<file path="src/rtl/vmp_pkg.sv">
package vmp_pkg;
  localparam int LEN_W  = 2;
  localparam int KIND_W = 2;
  localparam int MODE_W = LEN_W + KIND_W;

  typedef struct packed {
    logic [KIND_W-1:0] kind;
    logic [LEN_W-1:0]  len;
  } mode_t;

  localparam logic [KIND_W-1:0] KIND_SCALAR = 2'b00;
  localparam logic [KIND_W-1:0] KIND_VEC    = 2'b01;
endpackage

</file>
<file path="src/rtl/vmp_src_scan.sv">
module vmp_src_scan
  import vmp_pkg::*;
#(
  parameter int NSRC = 3
) (
  input  logic [NSRC*MODE_W-1:0] src_mode,
  input  logic [NSRC-1:0]        src_used,
  output logic                   any_used,
  output logic                   any_vec,
  output logic                   len_mismatch,
  output logic [LEN_W-1:0]       first_len,
  output logic [KIND_W-1:0]      first_vec_kind
);
  mode_t            m      [NSRC];
  logic [NSRC-1:0]  is_vec;

  for (genvar g = 0; g < NSRC; g++) begin : g_dec
    assign m[g]      = mode_t'(src_mode[g*MODE_W +: MODE_W]);
    assign is_vec[g] = src_used[g] && (m[g].kind != KIND_SCALAR);
  end

  assign any_used = |src_used;
  assign any_vec  = |is_vec;

  always_comb begin
    logic seen;
    logic vseen;
    seen           = 1'b0;
    vseen          = 1'b0;
    first_len      = '0;
    first_vec_kind = KIND_VEC;
    len_mismatch   = 1'b0;
    for (int i = 0; i < NSRC; i++) begin
      if (src_used[i]) begin
        if (!seen) begin
          seen      = 1'b1;
          first_len = m[i].len;
        end else if (m[i].len != first_len) begin
          len_mismatch = 1'b1;
        end
      end
      if (is_vec[i] && !vseen) begin
        vseen          = 1'b1;
        first_vec_kind = m[i].kind;
      end
    end
  end
endmodule

</file>
<file path="src/rtl/vmp_result_sel.sv">
module vmp_result_sel
  import vmp_pkg::*;
(
  input  logic              expl_en,
  input  logic [MODE_W-1:0] expl_mode,
  input  logic              mixed_ok,
  input  logic              len_ovr_en,
  input  logic [LEN_W-1:0]  len_ovr,
  input  logic              kind_ovr_en,
  input  logic              kind_ovr_vec,
  input  logic              any_vec,
  input  logic              len_mismatch,
  input  logic [LEN_W-1:0]  first_len,
  input  logic [KIND_W-1:0] first_vec_kind,
  output logic [MODE_W-1:0] res_mode,
  output logic              trap
);
  logic  vec_res;
  mode_t derived;

  assign vec_res = kind_ovr_en ? kind_ovr_vec : any_vec;

  always_comb begin
    derived.len  = len_ovr_en ? len_ovr : first_len;
    derived.kind = KIND_SCALAR;
    if (vec_res) derived.kind = any_vec ? first_vec_kind : KIND_VEC;
  end

  assign res_mode = expl_en ? expl_mode : MODE_W'(derived);
  assign trap     = !expl_en && !mixed_ok && len_mismatch;
endmodule

</file>
<file path="src/rtl/vmp_unit.sv">
module vmp_unit
  import vmp_pkg::*;
#(
  parameter int NSRC = 3
) (
  input  logic                   in_valid,
  output logic                   in_ready,
  input  logic [NSRC*MODE_W-1:0] src_mode,
  input  logic [NSRC-1:0]        src_used,
  input  logic                   expl_en,
  input  logic [MODE_W-1:0]      expl_mode,
  input  logic                   mixed_ok,
  input  logic                   len_ovr_en,
  input  logic [LEN_W-1:0]       len_ovr,
  input  logic                   kind_ovr_en,
  input  logic                   kind_ovr_vec,
  output logic                   out_valid,
  input  logic                   out_ready,
  output logic [MODE_W-1:0]      res_mode,
  output logic                   illegal,
  output logic                   dst_we
);
  logic              any_used;
  logic              any_vec;
  logic              len_mismatch;
  logic [LEN_W-1:0]  first_len;
  logic [KIND_W-1:0] first_vec_kind;
  logic              trap;

  vmp_src_scan #(.NSRC(NSRC)) scan_i (
    .src_mode       (src_mode),
    .src_used       (src_used),
    .any_used       (any_used),
    .any_vec        (any_vec),
    .len_mismatch   (len_mismatch),
    .first_len      (first_len),
    .first_vec_kind (first_vec_kind)
  );

  vmp_result_sel sel_i (
    .expl_en        (expl_en),
    .expl_mode      (expl_mode),
    .mixed_ok       (mixed_ok),
    .len_ovr_en     (len_ovr_en),
    .len_ovr        (len_ovr),
    .kind_ovr_en    (kind_ovr_en),
    .kind_ovr_vec   (kind_ovr_vec),
    .any_vec        (any_vec),
    .len_mismatch   (len_mismatch),
    .first_len      (first_len),
    .first_vec_kind (first_vec_kind),
    .res_mode       (res_mode),
    .trap           (trap)
  );

  assign out_valid = in_valid;
  assign in_ready  = out_ready;
  assign illegal   = in_valid && trap;
  assign dst_we    = in_valid && out_ready && !trap;
endmodule

</file>
<file path="config.mk">
export PLATFORM = sky130hd
export DESIGN_NAME = vmp_unit
export DESIGN_NICKNAME = d
export VERILOG_FILES = /design/src/rtl/vmp_pkg.sv /design/src/rtl/vmp_src_scan.sv /design/src/rtl/vmp_result_sel.sv /design/src/rtl/vmp_unit.sv
export SDC_FILE = /design/constraint.sdc
export NUM_CORES = 1
export LEC_CHECK = 0
export BUFFER_PORTS_ARGS = -buffer_cell sky130_fd_sc_hd__buf_4
export CORE_AREA = 2 2 39 41
export DETAILED_ROUTE_END_ITERATION = 8
export DIE_AREA = 0 0 41 43
export PLACE_DENSITY_LB_ADDON = 0.2
export SLEW_MARGIN = 0
export SYNTH_ARGS = -nofsm -noshare
export SYNTH_HDL_FRONTEND = slang
export SYNTH_SLANG_ARGS = --single-unit
</file>
<file path="constraint.sdc">
create_clock -name vclk -period 1
set_input_delay 0.05 -clock vclk [all_inputs]
set_output_delay 0.05 -clock vclk [all_outputs]
set_load 0.02 [all_outputs]
</file>
==> impl_metrics.py, run 1 <==
metrics = {
    "floorplan": {
        "rows": 14,
        "fp.dieArea_sq_um": 1760,
        "dieHeight_um": 43,
        "placeableCoreArea_sq_um": 1380,
        "fp.dieW_um": 41,
        "initial_utilization": 0.233,
        "top_level_ports": 36,
    },
    "sta": {
        "finalHoldViolCount": 0,
        "finalSetupViolations": 5,
        "final.hold.worst_slack_ns": 0.309,
        "period_share": 1.14,
        "timing.slew.headroom": 0.802,
        "timing_max_transition_violations_final": 0,
        "worst_slack_ns": -0.141,
        "rsz0062_at_grt": "true",
        "tightestPinTransition_ns": 0.293,
        "max_freq_mhz": 876,
        "finalWorstPathRequiredPeriod_ns": 1.14,
    },
    "final_layout": {
        "layout-drive-gt1-share": 0.582,
        "layout.nets": 128,
        "antenna-diode-count": 0,
        "final-seq-area_sq_um": 0,
        "fillers": 153,
        "clockBufferCount": 0,
        "area_growth_syn_to_layout_pct": 133,
        "final_util": 0.542,
        "sequential_cell_total": 0,
        "stdcell_area_sq_um": 751,
    },
    "pwr": {
        "power.clock.fraction": 0,
        "power.share.switching": 0.426,
        "power.density_cell_area_nw_per_um2": 466,
        "net-switching-power_w": 0.000149,
        "power.ir.vdd_worst_v": 0.000221,
        "seq_power_share": 0,
        "intPower_w": 0.000201,
        "total_leakage_power_nw": 0.371,
        "totalPowerFinal_w": 0.000350,
        "share_comb_of_total_power": 1.000,
    },
    "logic_synthesis": {
        "average_cell_area_after_synthesis_sq_um": 5.87,
        "synth.cell_area_sq_um": 323,
        "synth_fp_nets": 83,
        "synthesis.yosys.warnings": 0,
        "synth_cell_types": 24,
        "synthCells": 55,
        "synth-seq-area-share": 0,
    },
    "worst_hold_path": {
        "worst_hold_path_type": "primary input to primary output",
    },
    "detailed_routing": {
        "routedWlPerCell_um": 10.4,
        "vias_per_cell": 4.96,
        "route.final.wire_length_um": 1190,
        "drt_iter0_drc": 9,
        "drt_pass1_iterations": 2,
        "drcViolationCount": 0,
        "ant_nets": 0,
        "via_count": 565,
    },
    "placed_design": {
        "place.detailed.hpwl_um": 1030,
        "place_congestion": 0.721,
        "port-buffer-count": 36,
        "place_worst_setup_slack_ns": -0.272,
        "dpl_cell_area_sq_um": 681,
    },
    "worst_setup_path": {
        "cell_by_cell_trace_of_the_critical_path": "buf_8 > nand3b_1 > and3_1 > a311o_1 > a41o_1 > buf_6",
        "worst_setup_path_start_kind": "primary input",
        "critPathMaxFanout": 7,
        "crit_family": "compound AO/OA/AOI/OAI gates",
        "cpMaxStageDelayCell": "sky130_fd_sc_hd__a311o_1",
        "worst_ep_required_time_ns": 0.95,
        "worstSetupEndpointType": "primary output",
        "criticalPathCategory": "primary input to primary output",
        "worst_ep_arrival_time_ns": 1.09,
        "crit_path_max_incr_delay_ns": 0.30,
        "crit_buf_inv": 2,
    },
    "global_route": {
        "grt_max_degree": 10,
        "grt.overflow.total": 0,
        "grt_antenna_before_repair": 0,
        "grt_first_pass_wirelength_um": 1900,
        "via_count_of_the_first_global_routing_pass": 493,
        "gr-usage-all-layers": 0.144,
    },
    "outcome": {
        "status": "complete, but fails checks",
        "violations": "setup timing",
    },
    "run": {
        "maximum_capacitance_violations": 0,
    },
}
-- per-stage QoR --
| stage | instances | TNS [ns] |
|---|---|---|
| CTS | 113 | -0.619 |
| floorplan | 55 | -0.0251 |
| finish | 114 | -0.428 |
| detailed placement | 113 | -0.935 |
| global route | 114 | -0.682 |
| global placement | 113 | -0.891 |
-- final timing paths --
| check | from | to | slack (ns) | depth (start not counted) |
|---|---|---|---|---|
| setup / recovery | src_used[0] | illegal | -0.14 | 6 |
| hold / removal | out_ready | in_ready | 0.31 | 2 |
-- kinds of logic (layout without fill, tap and decap cells) --
family	Yosys count	after routing	share of synthesized area
XOR/XNOR	2	2	0.0543
buffers and inverters	8	51	0.124
AND/OR/NAND/NOR	20	20	0.298
AO/OA/AOI/OAI	25	25	0.523
-- per-layer routing --
metal	vias up	track usage	wire (um)
li1	297	-	-
met1	244	0.196	494
met2	24	0.253	599
met3	0	0.00524	97
met4	0	0	0
met5	-	0	0
-- timing repair --
| action | in CTS | in global routing |
|---|---|---|
| buffers inserted | 0 | 1 |
| resized for setup | 11 | 7 |
| pin swaps | 6 | 4 |
| hold buffers | 0 | 0 |
| endpoints found under the setup margin | 5 | 6 |
-- synthesized netlist by cell type (2+ instances only) --
master	count	area, sq um
sky130_fd_sc_hd__nand3_1	2	10.0
sky130_fd_sc_hd__o211ai_1	2	15.0
sky130_fd_sc_hd__nor2_1	2	7.51
sky130_fd_sc_hd__o21ai_0	5	25.0
sky130_fd_sc_hd__buf_4	2	15.0
sky130_fd_sc_hd__nand3b_1	3	22.5
sky130_fd_sc_hd__xor2_1	2	17.5
sky130_fd_sc_hd__nand2_1	11	41.3
sky130_fd_sc_hd__a221oi_1	2	17.5
sky130_fd_sc_hd__buf_2	2	10.0
sky130_fd_sc_hd__a21oi_1	7	35.0
sky130_fd_sc_hd__inv_1	3	11.3
-- cells in the final DEF (no fill, tap or decap), drive strengths merged --
| cell | count |
|---|---|
| and3 | 1 |
| a32o | 1 |
| a221o | 1 |
| nand3 | 2 |
| o21ai | 6 |
| nor2 | 2 |
| o211ai | 2 |
| o311ai | 1 |
| a31oi | 1 |
| o21a | 1 |
| nand4b | 1 |
| a221oi | 2 |
| a41o | 1 |
| a21oi | 7 |
| a311o | 1 |
| a22o | 1 |
| buf | 48 |
| nand3b | 3 |
| inv | 3 |
| nand2 | 11 |
| xor2 | 2 |
-- power by group through the flow --
stage	Clock, W	Sequential (W)	Combinational (W)
after CTS	0	0	0.000339
after floorplan	0	0	0.000137
after global placement	0	0	0.000311
final	0	0	0.000350
after global routing	0	0	0.000380
after detailed placement	0	0	0.000314
-- final cells by class --
class | instances | area (sq um) | area share
Tap cell | 16 | 20.0 | 0.0267
Inverter | 3 | 11.3 | 0.0150
Multi-Input combinational cell | 47 | 320 | 0.427
Timing Repair Buffer | 48 | 399 | 0.532
No activity file was read; power rests on OpenSTA's default activity.
==> run 2: changes to the inputs <==
--- a/config.mk
+++ b/config.mk
@@ -5,6 +5,7 @@
 export SDC_FILE = /design/constraint.sdc
 export NUM_CORES = 1
 export LEC_CHECK = 0
+export ABC_AREA = 1
 export BUFFER_PORTS_ARGS = -buffer_cell sky130_fd_sc_hd__buf_4
 export CORE_AREA = 2 2 39 41
 export DETAILED_ROUTE_END_ITERATION = 8
==> run 2 against run 1 <==
Effect of this change:
- the flow now finishes without violations
- maximum frequency is 15% higher
- first-iteration DRC count stayed put
- power is 6.3% lower
- cell count is 12% higher
- worst hold slack better by 0.00056 ns
- critical path depth is 7 higher
- sequential share of layout area stayed put
- global-route usage is 3.0 points lower
- combinational power is 6.3% lower
- design area is 5.8% lower
- synthesized area is 5.0% higher
- sequential cell count stayed put
- highest routed layer unchanged
==> impl_metrics.py, run 2 <==
metrics = {
    "worst_setup_path": {
        "criticalPathCategory": "primary input to primary output",
        "worstSetupEndpointType": "primary output",
        "worst_setup_path_start_kind": "primary input",
        "cp_common_cell": "sky130_fd_sc_hd__nand2_1",
        "crit_family": "simple AND/OR/NAND/NOR gates",
        "cpMaxStageDelayCell": "sky130_fd_sc_hd__buf_4",
        "critPathLaunch": "src_used[0]",
        "critPathMaxFanout": 8,
        "cell_by_cell_trace_of_the_critical_path": "buf_12 > clkinv_8 > nand2_4 > nand2_2 > nand2_2 > nand2_1 > nand2_1 > nand2_1 > nand2_1 > nand2_2 > nand2_1 > nor2_1 > buf_4",
        "worst_ep_required_time_ns": 0.95,
        "crit_buf_inv": 3,
        "crit_path_max_incr_delay_ns": 0.14,
        "worst_ep_arrival_time_ns": 0.94,
    },
    "logic_synthesis": {
        "post_synth_top_area_share": 0.321,
        "synth_fp_nets": 103,
        "synth-seq-area-share": 0,
        "average_cell_area_after_synthesis_sq_um": 4.52,
        "synthesis.yosys.warnings": 0,
        "synth_largest_area_cell": "sky130_fd_sc_hd__nand2_1",
        "synthCells": 75,
        "ranking_of_synthesized_cells_by_instance_count": "sky130_fd_sc_hd__nand2_1, sky130_fd_sc_hd__nor2_1, sky130_fd_sc_hd__inv_1, sky130_fd_sc_hd__nand3_1, sky130_fd_sc_hd__a21oi_1",
        "synth_top_cells_by_area": "sky130_fd_sc_hd__nand2_1, sky130_fd_sc_hd__nor2_1, sky130_fd_sc_hd__nand3_1",
        "synth_cell_types": 15,
        "yosysMostFrequentCell": "sky130_fd_sc_hd__nand2_1",
        "synth.cell_area_sq_um": 339,
    },
    "global_route": {
        "grt_first_pass_wirelength_um": 1520,
        "gr-usage-all-layers": 0.114,
        "via_count_of_the_first_global_routing_pass": 424,
        "grt_max_degree": 9,
        "grt.overflow.total": 0,
        "grt_antenna_before_repair": 0,
    },
    "outcome": {
        "status": "completed",
    },
    "floorplan": {
        "dieHeight_um": 43,
        "top_level_ports": 36,
        "rows": 14,
        "placeableCoreArea_sq_um": 1380,
        "fp.dieArea_sq_um": 1760,
        "initial_utilization": 0.245,
        "fp.dieW_um": 41,
    },
    "detailed_routing": {
        "ant_nets": 0,
        "via_count": 573,
        "route.final.wire_length_um": 1090,
        "vias_per_cell": 4.48,
        "drcViolationCount": 0,
        "routedWlPerCell_um": 8.49,
        "drt_iter0_drc": 9,
        "drt_pass1_iterations": 4,
    },
    "cts": {
        "holdBufCountCts": 0,
    },
    "final_layout": {
        "clockBufferCount": 0,
        "final_util": 0.511,
        "area_growth_syn_to_layout_pct": 108,
        "fillers": 160,
        "layout-drive-gt1-share": 0.491,
        "mostFrequentLayoutCell": "sky130_fd_sc_hd__buf_4",
        "final-seq-area_sq_um": 0,
        "multiInputGateArea_sq_um": 332,
        "sequential_cell_total": 0,
        "antenna-diode-count": 0,
        "layout.cells.most_common_list": "sky130_fd_sc_hd__buf_4, sky130_fd_sc_hd__nand2_1, sky130_fd_sc_hd__nor2_1",
        "layout.nets": 142,
    },
    "sta": {
        "tightestPinTransition_ns": 0.203,
        "finalWorstPathRequiredPeriod_ns": 0.991,
        "finalSetupViolations": 0,
        "timing.slew.headroom": 0.864,
        "max_freq_mhz": 1010,
        "period_share": 0.991,
        "worst_slack_ns": 0.00887,
        "finalHoldViolCount": 0,
        "timing_max_transition_violations_final": 0,
        "rsz0062_at_grt": "true",
    },
    "pwr": {
        "power.ir.vdd_worst_v": 0.000166,
        "total_leakage_power_nw": 0.399,
        "power.density_cell_area_nw_per_um2": 464,
    },
    "worst_hold_path": {
        "min_from": "out_ready",
        "worst_hold_path_type": "primary input to primary output",
    },
    "placed_design": {
        "place_congestion": 0.762,
        "port-buffer-count": 36,
        "place_worst_setup_slack_ns": -0.0338,
    },
    "run": {
        "maximum_capacitance_violations": 0,
    },
}
run 2: cell count changes after synthesis, sizes merged, moves of 2 or more:
cell,delta
inv,+5
nor2,+9
nand2,+20
nand3b,-2
a221oi,-2
nand3,+5
run 2: power by group:
| group | switching [W] | total (W) | internal (W) | leakage [nW] |
|---|---|---|---|---|
| Combinational | 0.000158 | 0.000328 | 0.000169 | 0.399 |
| Clock | 0 | 0 | 0 | 0 |
| Sequential | 0 | 0 | 0 | 0 |
run 2: final timing paths:
kind / end / slack, ns / cells past startpoint
max: illegal / 0.009 / 13
min: in_ready / 0.31 / 2
run 2: logic make-up (layout without fill, tap and decap cells):
kind of cell	count (synthesis)	after routing	share of synthesized area
AO/OA/AOI/OAI	12	12	0.185
buffers and inverters	11	48	0.166
XOR/XNOR	1	1	0.0258
AND/OR/NAND/NOR	51	51	0.624
run 2: repair_timing:
| item | CTS | global route |
|---|---|---|
| resized for setup | 2 | 20 |
| setup endpoints to repair | 4 | 5 |
| pin swaps | 2 | 7 |
| setup buffers | 1 | 0 |
run 2: stage by stage:
step	total power (W)	instances	hold slack (ns)	setup TNS [ns]	area, sq um
2_1_floorplan	0.000141	75	0.213	0	339
3_3_place_gp	0.000286	127	0.308	-0.00312	626
3_5_place_dp	0.000289	127	0.309	-0.0621	626
4_1_cts	0.000297	128	0.309	-0.0353	641
5_1_grt	0.000359	128	0.321	-0.206	707
6_report	0.000328	128	0.309	0	707
run 2: area by class of cell:
cell class	instances	share of cell area
tap	16	0.0283
inverter	8	0.0602
multi-input combinational	64	0.469
timing repair buffer	40	0.442
run 2: metal layers:
layer  wire [um]  part of all wire  track usage  vias to the layer above
li1            -                 -            -                      314
met1         404              0.37        0.142                      242
met2         595              0.55        0.216                       17
met3          88             0.081            0                        0
met4           0                 0            0                        0
met5           0                 0            0                        -
==> run 3: changes to the inputs <==
--- a/config.mk
+++ b/config.mk
@@ -10,7 +10,7 @@
 export CORE_AREA = 2 2 39 41
 export DETAILED_ROUTE_END_ITERATION = 8
 export DIE_AREA = 0 0 41 43
-export PLACE_DENSITY_LB_ADDON = 0.2
+export PLACE_DENSITY_LB_ADDON = 0.12
 export SLEW_MARGIN = 0
 export SYNTH_ARGS = -nofsm -noshare
 export SYNTH_HDL_FRONTEND = slang
==> run 3 against run 2 <==
Effect of this change:
- sequential share of layout area stayed put
- worst hold slack worse by 0.0023 ns
- setup slack better by 0.030 ns
- utilization is 1.6 points lower
- via count is 0.17% lower
- critical path depth stayed put
- cell count stayed put
- highest routed layer unchanged
==> impl_metrics.py, run 3 (synthesized netlist as in run 2, its figures left out) <==
metrics = {
    "pwr": {
        "intPower_w": 0.000166,
        "seq_power_share": 0,
        "power.share.switching": 0.473,
        "power.density_cell_area_nw_per_um2": 460,
        "share_comb_of_total_power": 1.000,
        "net-switching-power_w": 0.000149,
        "power.clock.fraction": 0,
        "power.ir.vdd_worst_v": 0.000167,
        "total_leakage_power_nw": 0.386,
    },
    "floorplan": {
        "top_level_ports": 36,
        "fp.dieArea_sq_um": 1760,
        "placeableCoreArea_sq_um": 1380,
        "initial_utilization": 0.245,
        "fp.dieW_um": 41,
        "rows": 14,
        "dieHeight_um": 43,
    },
    "placed_design": {
        "place.detailed.hpwl_um": 912,
        "placedCellCount": 127,
        "port-buffer-count": 36,
        "dpl_cell_area_sq_um": 626,
        "place_congestion": 0.713,
    },
    "worst_setup_path": {
        "cp_common_cell": "sky130_fd_sc_hd__nand2_1",
        "worst_ep_arrival_time_ns": 0.91,
        "critPathMaxFanout": 8,
        "criticalPathCategory": "primary input to primary output",
        "crit_path_max_incr_delay_ns": 0.14,
        "cell_by_cell_trace_of_the_critical_path": "buf_12 > clkinv_4 > nand2_2 > nand2_2 > nand2_2 > nand2_1 > nand2_1 > nand2_1 > nand2_1 > nand2_2 > nand2_1 > nor2_1 > buf_4",
        "cpMaxStageDelayCell": "sky130_fd_sc_hd__buf_4",
        "worst_setup_path_start_kind": "primary input",
        "worstSetupEndpointType": "primary output",
        "worst_ep_required_time_ns": 0.95,
    },
    "sta": {
        "finalSetupViolations": 0,
        "finalWorstPathRequiredPeriod_ns": 0.962,
        "final.hold.worst_slack_ns": 0.307,
        "timing.slew.headroom": 0.872,
        "tightestPinTransition_ns": 0.190,
        "rsz0062_at_grt": "true",
        "max_freq_mhz": 1040,
        "period_share": 0.962,
        "timing_max_transition_violations_final": 0,
        "finalHoldViolCount": 0,
    },
    "cts": {
        "holdBufCountCts": 0,
    },
    "detailed_routing": {
        "routedWlPerCell_um": 7.82,
        "ant_nets": 0,
        "drcViolationCount": 0,
        "drt_pass1_iterations": 4,
        "via_count": 572,
        "route.final.wire_length_um": 1000,
        "vias_per_cell": 4.47,
        "drt_iter0_drc": 4,
    },
    "global_route": {
        "grt_first_pass_wirelength_um": 1550,
        "grt.overflow.total": 0,
        "grt_antenna_before_repair": 0,
        "grt_max_degree": 9,
        "via_count_of_the_first_global_routing_pass": 448,
        "gr-usage-all-layers": 0.113,
    },
    "final_layout": {
        "final-seq-area_sq_um": 0,
        "mostFrequentLayoutCell": "sky130_fd_sc_hd__buf_4",
        "area_growth_syn_to_layout_pct": 102,
        "stdcell_area_sq_um": 684,
        "antenna-diode-count": 0,
        "layout.nets": 142,
        "clockBufferCount": 0,
        "layout-drive-gt1-share": 0.482,
        "sequential_cell_total": 0,
        "final_util": 0.495,
        "layoutNonFillerInstCount": 128,
        "layout.cells.most_common_list": "sky130_fd_sc_hd__buf_4, sky130_fd_sc_hd__nand2_1, sky130_fd_sc_hd__nor2_1",
    },
    "outcome": {
        "status": "completed",
    },
    "worst_hold_path": {
        "worst_hold_path_type": "primary input to primary output",
        "worstHoldPathCells": 2,
    },
    "run": {
        "maximum_capacitance_violations": 0,
    },
}
## run 3: cell counts in the layout (fill, tap and decap cells not counted)
No cell type changed its count.
## run 3: cell type report
| type | count | area, sq um |
|---|---|---|
| inverter | 8 | 35.0 |
| tap | 16 | 20.0 |
| multi-input combinational | 64 | 317 |
| fill | 145 | 699 |
| timing repair buffer | 40 | 313 |
## run 3: critical path, delay by kind of cell
family / cells / cell delay [ns]
buffers and inverters: 3 / 0.30
AND/OR/NAND/NOR: 10 / 0.57
## run 3: routing by layer
| layer | up-vias | global-route usage | wire length, um |
|---|---|---|---|
| li1 | 314 | - | - |
| met1 | 240 | 0.133 | 396 |
| met2 | 18 | 0.219 | 534 |
| met3 | 0 | 0.00524 | 70 |
| met4 | 0 | 0 | 0 |
| met5 | - | 0 | 0 |
## run 3: power groups by stage
stage,Combinational [W],Sequential (W),Clock [W]
floorplan,0.000141,0,0
global placement,0.000287,0,0
detailed placement,0.000288,0,0
CTS,0.000296,0,0
global route,0.000349,0,0
finish,0.000315,0,0
## run 3: metrics by stage
step                total power [W]  TNS [ns]  worst slack (ns)
detailed placement         0.000288   -0.0316           -0.0268
floorplan                  0.000141         0            0.0193
CTS                        0.000296  -0.00472          -0.00472
global placement           0.000287   -0.0154           -0.0154
finish                     0.000315         0            0.0385
global route               0.000349    -0.103           -0.0458
## run 3: repair_timing
action / CTS / global route
gates resized for setup: 2 / 14
pin swaps: 2 / 5
endpoints found under the setup margin: 2 / 6
buffers inserted: 1 / 0
## run 3: path summary, 6_finish.rpt
path	from	end	slack (ns)
max	src_used[0]	illegal	0.04
min	out_ready	in_ready	0.31
